**config.mk**
```make
export PLATFORM = sky130hd
export DESIGN_NAME = i2c_addr_recognizer
export DESIGN_NICKNAME = d
export VERILOG_FILES = /design/src/rtl/i2c_addr_pkg.sv /design/src/rtl/i2c_addr_dpath.sv /design/src/rtl/i2c_addr_ctrl.sv /design/src/rtl/i2c_addr_recognizer.sv
export SDC_FILE = /design/constraint.sdc
export NUM_CORES = 1
export LEC_CHECK = 0
export ABC_AREA = 1
export BUFFER_PORTS_ARGS = -buffer_cell sky130_fd_sc_hd__buf_4
export CORE_AREA = 2 2 69 64
export CTS_CLUSTER_SIZE = 28
export DETAILED_ROUTE_END_ITERATION = 6
export DIE_AREA = 0 0 71 66
export SLEW_MARGIN = 20
export SYNTH_ARGS = -nofsm -noshare
export SYNTH_HDL_FRONTEND = slang
export SYNTH_SLANG_ARGS = --single-unit
```
**constraint.sdc**
```tcl
create_clock -name clk -period 2.11 [get_ports clk]
set_input_delay 0.211 -clock clk [delete_from_list [all_inputs] [get_ports clk]]
set_output_delay 0.211 -clock clk [all_outputs]
set_load 0.005 [all_outputs]
```
**src/rtl/i2c_addr_pkg.sv**
```systemverilog
package i2c_addr_pkg;

  typedef enum logic [2:0] {
    ST_IDLE,
    ST_ADDR,
    ST_ACK_SETUP,
    ST_ACK_HOLD,
    ST_WAIT
  } addrState_t;

  // strobes from control to datapath
  typedef struct packed {
    logic clearShift;
    logic shiftEn;
    logic capture;
  } ctrlStrobe_t;

  // bus events and compare results from datapath to control
  typedef struct packed {
    logic sclRise;
    logic sclFall;
    logic startSeen;
    logic stopSeen;
    logic gcHit;
    logic ownHit;
  } busEvent_t;

endpackage

```
**src/rtl/i2c_addr_dpath.sv**
```systemverilog
module i2c_addr_dpath
  import i2c_addr_pkg::*;
#(
  parameter int ADDR_W      = 7,
  parameter int SYNC_STAGES = 2
) (
  input  logic              clk,
  input  logic              rstN,
  input  logic              sclIn,
  input  logic              sdaIn,
  input  logic [ADDR_W-1:0] ownAddr,
  input  logic              gcEnable,
  input  logic              tenBitMode,
  input  logic              rxRead,
  input  ctrlStrobe_t       strobe,
  output busEvent_t         evt,
  output logic [ADDR_W:0]   rxByte,
  output logic              rxFull,
  output logic              gcFlag,
  output logic              dataFlag,
  output logic              rwFlag
);

  localparam int BYTE_W = ADDR_W + 1;

  logic [SYNC_STAGES-1:0] sclPipe;
  logic [SYNC_STAGES-1:0] sdaPipe;
  logic                   sclS, sdaS, sclPrev, sdaPrev;
  logic [BYTE_W-1:0]      shiftReg;
  logic [BYTE_W-1:0]      nextByte;
  logic                   gcHit, ownHit, anyHit;

  // synchronizers, idle bus reads high
  always_ff @(posedge clk or negedge rstN) begin
    if (!rstN) begin
      sclPipe <= '1;
      sdaPipe <= '1;
      sclPrev <= 1'b1;
      sdaPrev <= 1'b1;
    end else begin
      sclPipe <= {sclPipe[SYNC_STAGES-2:0], sclIn};
      sdaPipe <= {sdaPipe[SYNC_STAGES-2:0], sdaIn};
      sclPrev <= sclS;
      sdaPrev <= sdaS;
    end
  end

  assign sclS = sclPipe[SYNC_STAGES-1];
  assign sdaS = sdaPipe[SYNC_STAGES-1];

  assign evt.sclRise   = sclS & ~sclPrev;
  assign evt.sclFall   = ~sclS & sclPrev;
  assign evt.startSeen = sclS & sclPrev & sdaPrev & ~sdaS;
  assign evt.stopSeen  = sclS & sclPrev & ~sdaPrev & sdaS;

  // byte as it will be once the current sample is shifted in
  assign nextByte = {shiftReg[BYTE_W-2:0], sdaS};
  assign gcHit    = gcEnable && (nextByte == '0);
  assign ownHit   = !gcHit && !tenBitMode && (nextByte[BYTE_W-1:1] == ownAddr);
  assign anyHit   = gcHit | ownHit;

  assign evt.gcHit  = gcHit;
  assign evt.ownHit = ownHit;

  always_ff @(posedge clk or negedge rstN) begin
    if (!rstN) begin
      shiftReg <= '0;
    end else if (strobe.clearShift) begin
      shiftReg <= '0;
    end else if (strobe.shiftEn) begin
      shiftReg <= nextByte;
    end
  end

  // receive buffer; capture wins over a read in the same cycle
  always_ff @(posedge clk or negedge rstN) begin
    if (!rstN) begin
      rxByte <= '0;
      rxFull <= 1'b0;
    end else if (strobe.capture && anyHit) begin
      rxByte <= nextByte;
      rxFull <= 1'b1;
    end else if (rxRead) begin
      rxFull <= 1'b0;
    end
  end

  // status flags
  always_ff @(posedge clk or negedge rstN) begin
    if (!rstN) begin
      gcFlag   <= 1'b0;
      dataFlag <= 1'b1;
      rwFlag   <= 1'b0;
    end else if (strobe.clearShift) begin
      gcFlag   <= 1'b0;
      dataFlag <= 1'b1;
    end else if (strobe.capture && anyHit) begin
      gcFlag   <= gcHit;
      dataFlag <= 1'b0;
      rwFlag   <= gcHit ? 1'b0 : nextByte[0];
    end
  end

endmodule

```
**src/rtl/i2c_addr_ctrl.sv**
```systemverilog
module i2c_addr_ctrl
  import i2c_addr_pkg::*;
#(
  parameter int BYTE_W = 8
) (
  input  logic        clk,
  input  logic        rstN,
  input  busEvent_t   evt,
  output ctrlStrobe_t strobe,
  output logic        sdaDriveLow,
  output logic        irqPulse
);

  localparam int BITCNT_W = $clog2(BYTE_W);
  localparam logic [BITCNT_W-1:0] LAST_BIT = BITCNT_W'(BYTE_W - 1);

  addrState_t          state, nextState;
  logic [BITCNT_W-1:0] bitCnt;
  logic                busReset;

  assign busReset = evt.startSeen | evt.stopSeen;

  always_comb begin
    nextState = state;
    strobe    = '0;
    if (evt.startSeen) begin
      nextState         = ST_ADDR;
      strobe.clearShift = 1'b1;
    end else if (evt.stopSeen) begin
      nextState = ST_IDLE;
    end else begin
      case (state)
        ST_ADDR: begin
          if (evt.sclRise) begin
            strobe.shiftEn = 1'b1;
            if (bitCnt == LAST_BIT) begin
              strobe.capture = 1'b1;
              nextState = (evt.gcHit || evt.ownHit) ? ST_ACK_SETUP : ST_IDLE;
            end
          end
        end
        ST_ACK_SETUP: if (evt.sclFall) nextState = ST_ACK_HOLD;
        ST_ACK_HOLD:  if (evt.sclFall) nextState = ST_WAIT;
        default:      nextState = state;
      endcase
    end
  end

  always_ff @(posedge clk or negedge rstN) begin
    if (!rstN) begin
      state       <= ST_IDLE;
      bitCnt      <= '0;
      sdaDriveLow <= 1'b0;
      irqPulse    <= 1'b0;
    end else begin
      state    <= nextState;
      irqPulse <= 1'b0;
      if (evt.startSeen) begin
        bitCnt <= '0;
      end else if (strobe.shiftEn) begin
        bitCnt <= bitCnt + 1'b1;
      end
      if (busReset) begin
        sdaDriveLow <= 1'b0;
      end else if (state == ST_ACK_SETUP && evt.sclFall) begin
        sdaDriveLow <= 1'b1;
      end else if (state == ST_ACK_HOLD && evt.sclFall) begin
        sdaDriveLow <= 1'b0;
        irqPulse    <= 1'b1;
      end
    end
  end

endmodule

```
**src/rtl/i2c_addr_recognizer.sv**
```systemverilog
module i2c_addr_recognizer
  import i2c_addr_pkg::*;
#(
  parameter int ADDR_W      = 7,
  parameter int SYNC_STAGES = 2
) (
  input  logic              clk,
  input  logic              rstN,
  input  logic              sclIn,
  input  logic              sdaIn,
  input  logic [ADDR_W-1:0] ownAddr,
  input  logic              gcEnable,
  input  logic              tenBitMode,
  input  logic              rxRead,
  output logic              sdaDriveLow,
  output logic [ADDR_W:0]   rxByte,
  output logic              rxFull,
  output logic              gcFlag,
  output logic              dataFlag,
  output logic              rwFlag,
  output logic              irqPulse
);

  ctrlStrobe_t strobe;
  busEvent_t   evt;

  i2c_addr_dpath #(
    .ADDR_W      (ADDR_W),
    .SYNC_STAGES (SYNC_STAGES)
  ) u_dpath (
    .clk        (clk),
    .rstN       (rstN),
    .sclIn      (sclIn),
    .sdaIn      (sdaIn),
    .ownAddr    (ownAddr),
    .gcEnable   (gcEnable),
    .tenBitMode (tenBitMode),
    .rxRead     (rxRead),
    .strobe     (strobe),
    .evt        (evt),
    .rxByte     (rxByte),
    .rxFull     (rxFull),
    .gcFlag     (gcFlag),
    .dataFlag   (dataFlag),
    .rwFlag     (rwFlag)
  );

  i2c_addr_ctrl #(
    .BYTE_W (ADDR_W + 1)
  ) u_ctrl (
    .clk         (clk),
    .rstN        (rstN),
    .evt         (evt),
    .strobe      (strobe),
    .sdaDriveLow (sdaDriveLow),
    .irqPulse    (irqPulse)
  );

endmodule

```
Yosys cells after proc, flatten, opt, wreduce, memory -nomap -nowiden --
Cells that the tools add are included.
Operators by class: $add $sub $neg 1, multiply operators 0, div/mod/pow operators 0, $lt $le $gt $ge 0, equality and inequality tests 9, shift-type cells 0, muxes and demuxes 31, bitwise gates (word level) 14, reduce and logical (&&, ||, !) cells 18
Operators by type and width (count):
- 3-bit two-way mux | 8
- 1-bit two-way mux | 15
- 7-bit two-way mux | 2
- 4-bit by 1-bit != test with 1-bit output, second input constant | 3
- 2-bit two-way mux | 5
- 3-bit one-hot mux with 3 select lines | 1
- 8-bit zero test | 1
- 2-bit nonzero test | 4
- 1-bit bitwise AND | 7
- 7-bit == test | 1
- 3-bit by 2-bit == test with 1-bit output, second input constant | 2
- 1-bit logical AND | 6
- 1-bit NOT | 5
- 5-bit AND reduction | 1
- 5-bit nonzero test | 1
- 4-bit by 2-bit != test with 1-bit output, second input constant | 1
- 3-bit by 1-bit adder with 3-bit output, second input constant | 1
- 3-bit by 1-bit == test with 1-bit output, second input constant | 1
- 3-bit == test, second input constant | 1
- 3-bit nonzero test | 1
- 1-bit zero test | 2
- 1-bit OR | 2
- 2-bit AND reduction | 1
- 1-bit logical OR | 1
Storage, ports and cells: flip-flop bits (word level) 33, latch bits 0, memory bits (writable) 0, memory bits (read-only) 0, bits of input ports 14, output and inout port bits 14, logic and storage cells 87, memories kept 0

Logic depth before layout (Yosys ltp) --
word-level depth 12, gate-level depth with buffers 12, depth with buffers taken out 11

Modules after synthesis --
From an unflattened synthesis, not the netlist that was laid out.
Second synthesis, totals: cells, all modules 184, area total of the unflattened synthesis 1599.0 um^2
By module, submodules not included:
- i2c_addr_dpath | instances 1, cells each 125, area an instance 1134.8 um^2, sequential area each 634.4 um^2
- i2c_addr_ctrl | instances 1, cells each 59, area an instance 464.2 um^2, sequential area each 200.2 um^2

Least setup slack after synthesis --
OpenSTA, ideal clock, no wires.
kind reg2reg, start register u_dpath.sclPipe[1], end register u_dpath.rxByte[0], arrival 1363 ps, required time 1992 ps, slack 629 ps, cell stages (with the launch flop) 11, path buffers 1, path through dfstp_2 -> inv_1 -> nor2_2 -> inv_1 -> nor2_4 -> inv_4 -> nor2_8 -> nand2_4 -> buf_6 -> nand2_1 -> nand2_1
Between the ends: word-level cells in the longest chain between the ends 6, elaborated cells on any way between the ends 11, those cells by class 4 x mux; 6 x bitwise; 1 x reduce/logical
RTL lines:
- start, declared | line i2c_addr_dpath.sv:26 | logic [SYNC_STAGES-1:0] sclPipe;
- start signal, assigned | line i2c_addr_dpath.sv:41 | sclPipe <= {sclPipe[SYNC_STAGES-2:0], sclIn};
- 1-bit bitwise AND (on tied branches) | line i2c_addr_dpath.sv:51, i2c_addr_dpath.sv:53, i2c_addr_dpath.sv:54
- 2-bit two-way mux or 1-bit bitwise AND (tied branches) | line i2c_addr_ctrl.sv:34, i2c_addr_dpath.sv:54
- 2-bit two-way mux or 1-bit bitwise AND (tied branches) | line i2c_addr_ctrl.sv:32, i2c_addr_dpath.sv:54
- 2-bit two-way mux | line i2c_addr_ctrl.sv:29 | end else if (evt.stopSeen) begin
- 2-bit two-way mux * | line i2c_addr_ctrl.sv:26 | if (evt.startSeen) begin
- 1-bit logical AND * | line i2c_addr_dpath.sv:80 | end else if (strobe.capture && anyHit) begin
- end signal, assigned | line i2c_addr_dpath.sv:81 | rxByte <= nextByte;
- end, declared | line i2c_addr_dpath.sv:17 | output logic [ADDR_W:0] rxByte,
Every way passes the cells marked *; elsewhere a longest branch is shown, timed or not. A chain may end at the register's enable or synchronous reset.

Worst setup path after layout --
start register u_dpath.sclPrev, end register u_dpath.shiftReg[2]
Between the ends: word-level cells in the longest chain between the ends 7, elaborated cells on any way between the ends 14, those cells by class 6 x mux; 7 x bitwise; 1 x reduce/logical
RTL lines:
- start, declared | line i2c_addr_dpath.sv:28 | logic sclS, sdaS, sclPrev, sdaPrev;
- start signal, assigned | line i2c_addr_dpath.sv:43 | sclPrev <= sclS;
- 1-bit NOT | line i2c_addr_dpath.sv:51 | assign evt.sclRise = sclS & ~sclPrev;
- 1-bit bitwise AND | line i2c_addr_dpath.sv:51
- 2-bit two-way mux | line i2c_addr_ctrl.sv:34 | if (evt.sclRise) begin
- 2-bit two-way mux | line i2c_addr_ctrl.sv:32 | case (state)
- 2-bit two-way mux | line i2c_addr_ctrl.sv:29
- 2-bit two-way mux | line i2c_addr_ctrl.sv:26
- 2-bit nonzero test (no line)
- end signal, assigned | line i2c_addr_dpath.sv:71 | shiftReg <= nextByte;
- end, declared | line i2c_addr_dpath.sv:29 | logic [BYTE_W-1:0] shiftReg;
Parallel ways exist; a longest one is shown, timed or not.

==> flow_summary.ini <==
[status]
status = finished clean

[clocking]
worstSkewPairLatency_ps = 280
cts_made_buffers = 5
clock_sinks = 33
cts_setup_buffers = 0
clockBufferDepth = 2
cts_root_buffer = clkbuf_8
postCtsResizedCells = 0
h-tree-depth = 2
cts_tree = yes
hold_buffers = 1
clkTransAtPathRegs_ps = 60

[logic_synthesis]
ys.flop_type = dfrtp_1
syn_avg_cell_area_um2 = 8.72
synth_edf_count = 0
netlist.area_leader.share = 0.426
post-synth-top-count-cell = nand2_1
ys_seq_elements = 33
yosysUniqueCellTypes = 24
yosysSeqAreaShare = 0.547
yosys-top-cells-count = nand2_1 (57), inv_1 (30), dfrtp_1 (26), nand3_1 (11), nor2_1 (11)
synth_top_area_cell = dfrtp_1
syn-instance-count = 175
syn-num-nets = 191
synth_area_um2 = 1530
synth_area_leaders = dfrtp_1 (43%), nand2_1 (14%), dfstp_2 (12%), inv_1 (7.4%), nand3_1 (3.6%)
async_flop_share = 1.00
yosysWarningCount = 0

[place]
dp.cells = 249
io_buffers = 27
place_worst_setup_slack_ps = 545
hpwl_mm = 2.11
placedInstanceArea_um2 = 1780
gp_congestion = 0.842

[pwr]
power.leakage_nw = 1.07
vdd_drop_max_uv = 449
powerDensity_nw_per_um2 = 842

[grt]
grtUsageTotal = 0.140
grt_max_degree = 34
antenna_found_initial = 0
grt_pass1_wl_mm = 5.00
first_global_vias = 1094
overflow = 0

[setup_path]
critPathMaxStageDelay_ps = 540
critical-path-top-delay-family = simple AND/OR/NAND/NOR gates
cp.required_ps = 2270
cp_data_arrival_time_ps = 1720
path_buf_inv = 1
cp-start-kind = register
path_cells = nand2_1 > nor3_2 > nor2_1 > inv_1 > o22ai_1
cp-end-kind = register
cp_slowest_cell = dfstp_2
critPathKind = reg2reg
worstPathMaxFanout = 6

[final_layout]
num_antenna_cells = 0
fin_area_um2 = 1900
area_growth_pct = 24.8
nNetsFinal = 225
fill_cells = 399
layout-drive-gt1-share = 0.252
post-route-util = 0.477
final_cells = 258

[routing]
wire_per_inst_um = 11.0
dr.pass1.iters = 4
via_per_inst = 4.52
drt-initial-drc-count = 49
finalWirelength_mm = 2.84
ant_nets = 0
drc = 0
vias = 1167

[floorplan]
die_x_um = 71
die_h_um = 66
coreArea_um2 = 3990
io_pins = 28
rows = 22
initial_utilization = 0.382
die_area_um2 = 4690

[sta]
min_period_ps = 1560
final.setup.tns_ps = 0
drv_slew = 0
finalWorstSetupSlack_ps = 551
skew_ps = 8.30
hold_viol = 0
fmax_ghz = 0.641
timing.final.crit_share = 0.739
slew_headroom = 0.724
grt_setup_unrepaired = false
finalSetupViolCount = 0
worstMarginPinSlew_ps = 414

[flow_run]
maxCapViolCount = 0

[worst_hold_path]
hold_path_class = in2reg
==> worst paths after layout <==
path | startpoint | endpoint | slack, ps | depth (start not counted)
min in group asynchronous | rstN | u_dpath.shiftReg[3]$_DFFE_PN0P_ | 410 | 2
min | sdaIn | u_dpath.sdaPipe[0]$_DFF_PN1_ | 30 | 1
max in group asynchronous | rstN | u_dpath.sclPipe[1]$_DFF_PN1_ | 1370 | 2
max | u_dpath.sclPrev$_DFF_PN1_ | u_dpath.shiftReg[2]$_DFFE_PN0P_ | 550 | 5
min reg2reg | u_dpath.sclPipe[0]$_DFF_PN1_ | u_dpath.sclPipe[1]$_DFF_PN1_ | 350 | 0
max reg2reg | u_dpath.sclPrev$_DFF_PN1_ | u_dpath.shiftReg[2]$_DFFE_PN0P_ | 550 | 5
==> cell type report <==
class                      instances  area, um2  share of cell area
clock buffer                       7       86.3              0.0453
multi-input combinational        110        562               0.295
clock inverter                     1       30.0              0.0158
inverter                          31        119              0.0624
sequential                        33        835               0.438
timing repair buffer              28        213               0.112
tap                               48       60.1              0.0315
==> placed cells by master (no fill, tap or decap), types with 2 or more instances in the layout <==
| master | n |
|---|---|
| buf_4 | 27 |
| o22ai_1 | 7 |
| inv_1 | 30 |
| a22o_2 | 2 |
| nand2_1 | 57 |
| dfstp_2 | 7 |
| nand2_4 | 2 |
| nand3_1 | 11 |
| ha_1 | 2 |
| dfrtp_1 | 26 |
| o21ai_0 | 5 |
| nor3_1 | 3 |
| clkbuf_8 | 6 |
| nor2_1 | 11 |
==> per-stage QoR <==
step           total power, W  hold WS, ps
4_1_cts               0.00162         26.5
5_1_grt               0.00170         19.2
3_5_place_dp          0.00102          180
6_report              0.00160         33.2
2_1_floorplan        0.000921        -84.6
3_3_place_gp          0.00101          178
==> cell families (layout without fill, tap and decap cells) <==
kind of cell	after synthesis	after routing	share of synthesized area
AO/OA/AOI/OAI	16	16	0.0672
adder cells (fa/ha/maj)	2	2	0.0164
buffers and inverters	32	67	0.0852
flip-flops	33	33	0.547
AND/OR/NAND/NOR	92	92	0.284
==> registers in the layout, indices dropped and copies added, names as in the netlist, 2 cells and up <==
signal            count
u_dpath.sclPipe       2
u_dpath.shiftReg      7
u_dpath.rxByte        8
u_ctrl.bitCnt         3
u_dpath.sdaPipe       2
u_ctrl.state          3
==> worst reg2reg max path, stage by stage (launching register included) <==
cell,delay [ps]
dfstp_2,540
nand2_1,80
nor3_2,320
nor2_1,190
inv_1,210
o22ai_1,100
==> metal layers <==
layer / track usage / vias to the layer above / part of all wire
met5: 0 / - / 0
met4: 0.0495 / 0 / 0.013
met2: 0.193 / 28 / 0.41
li1: - / 610 / -
met3: 0.0518 / 4 / 0.058
met1: 0.202 / 525 / 0.51
==> power breakdown <==
group	switching, W	leakage (nW)	internal (W)
logic	0.000142	0.576	0.000107
clock network	0.000216	0.0585	0.000385
registers	0.0000578	0.434	0.000696
total	0.000416	1.07	0.00119
(Power assumes the default switching activity.)
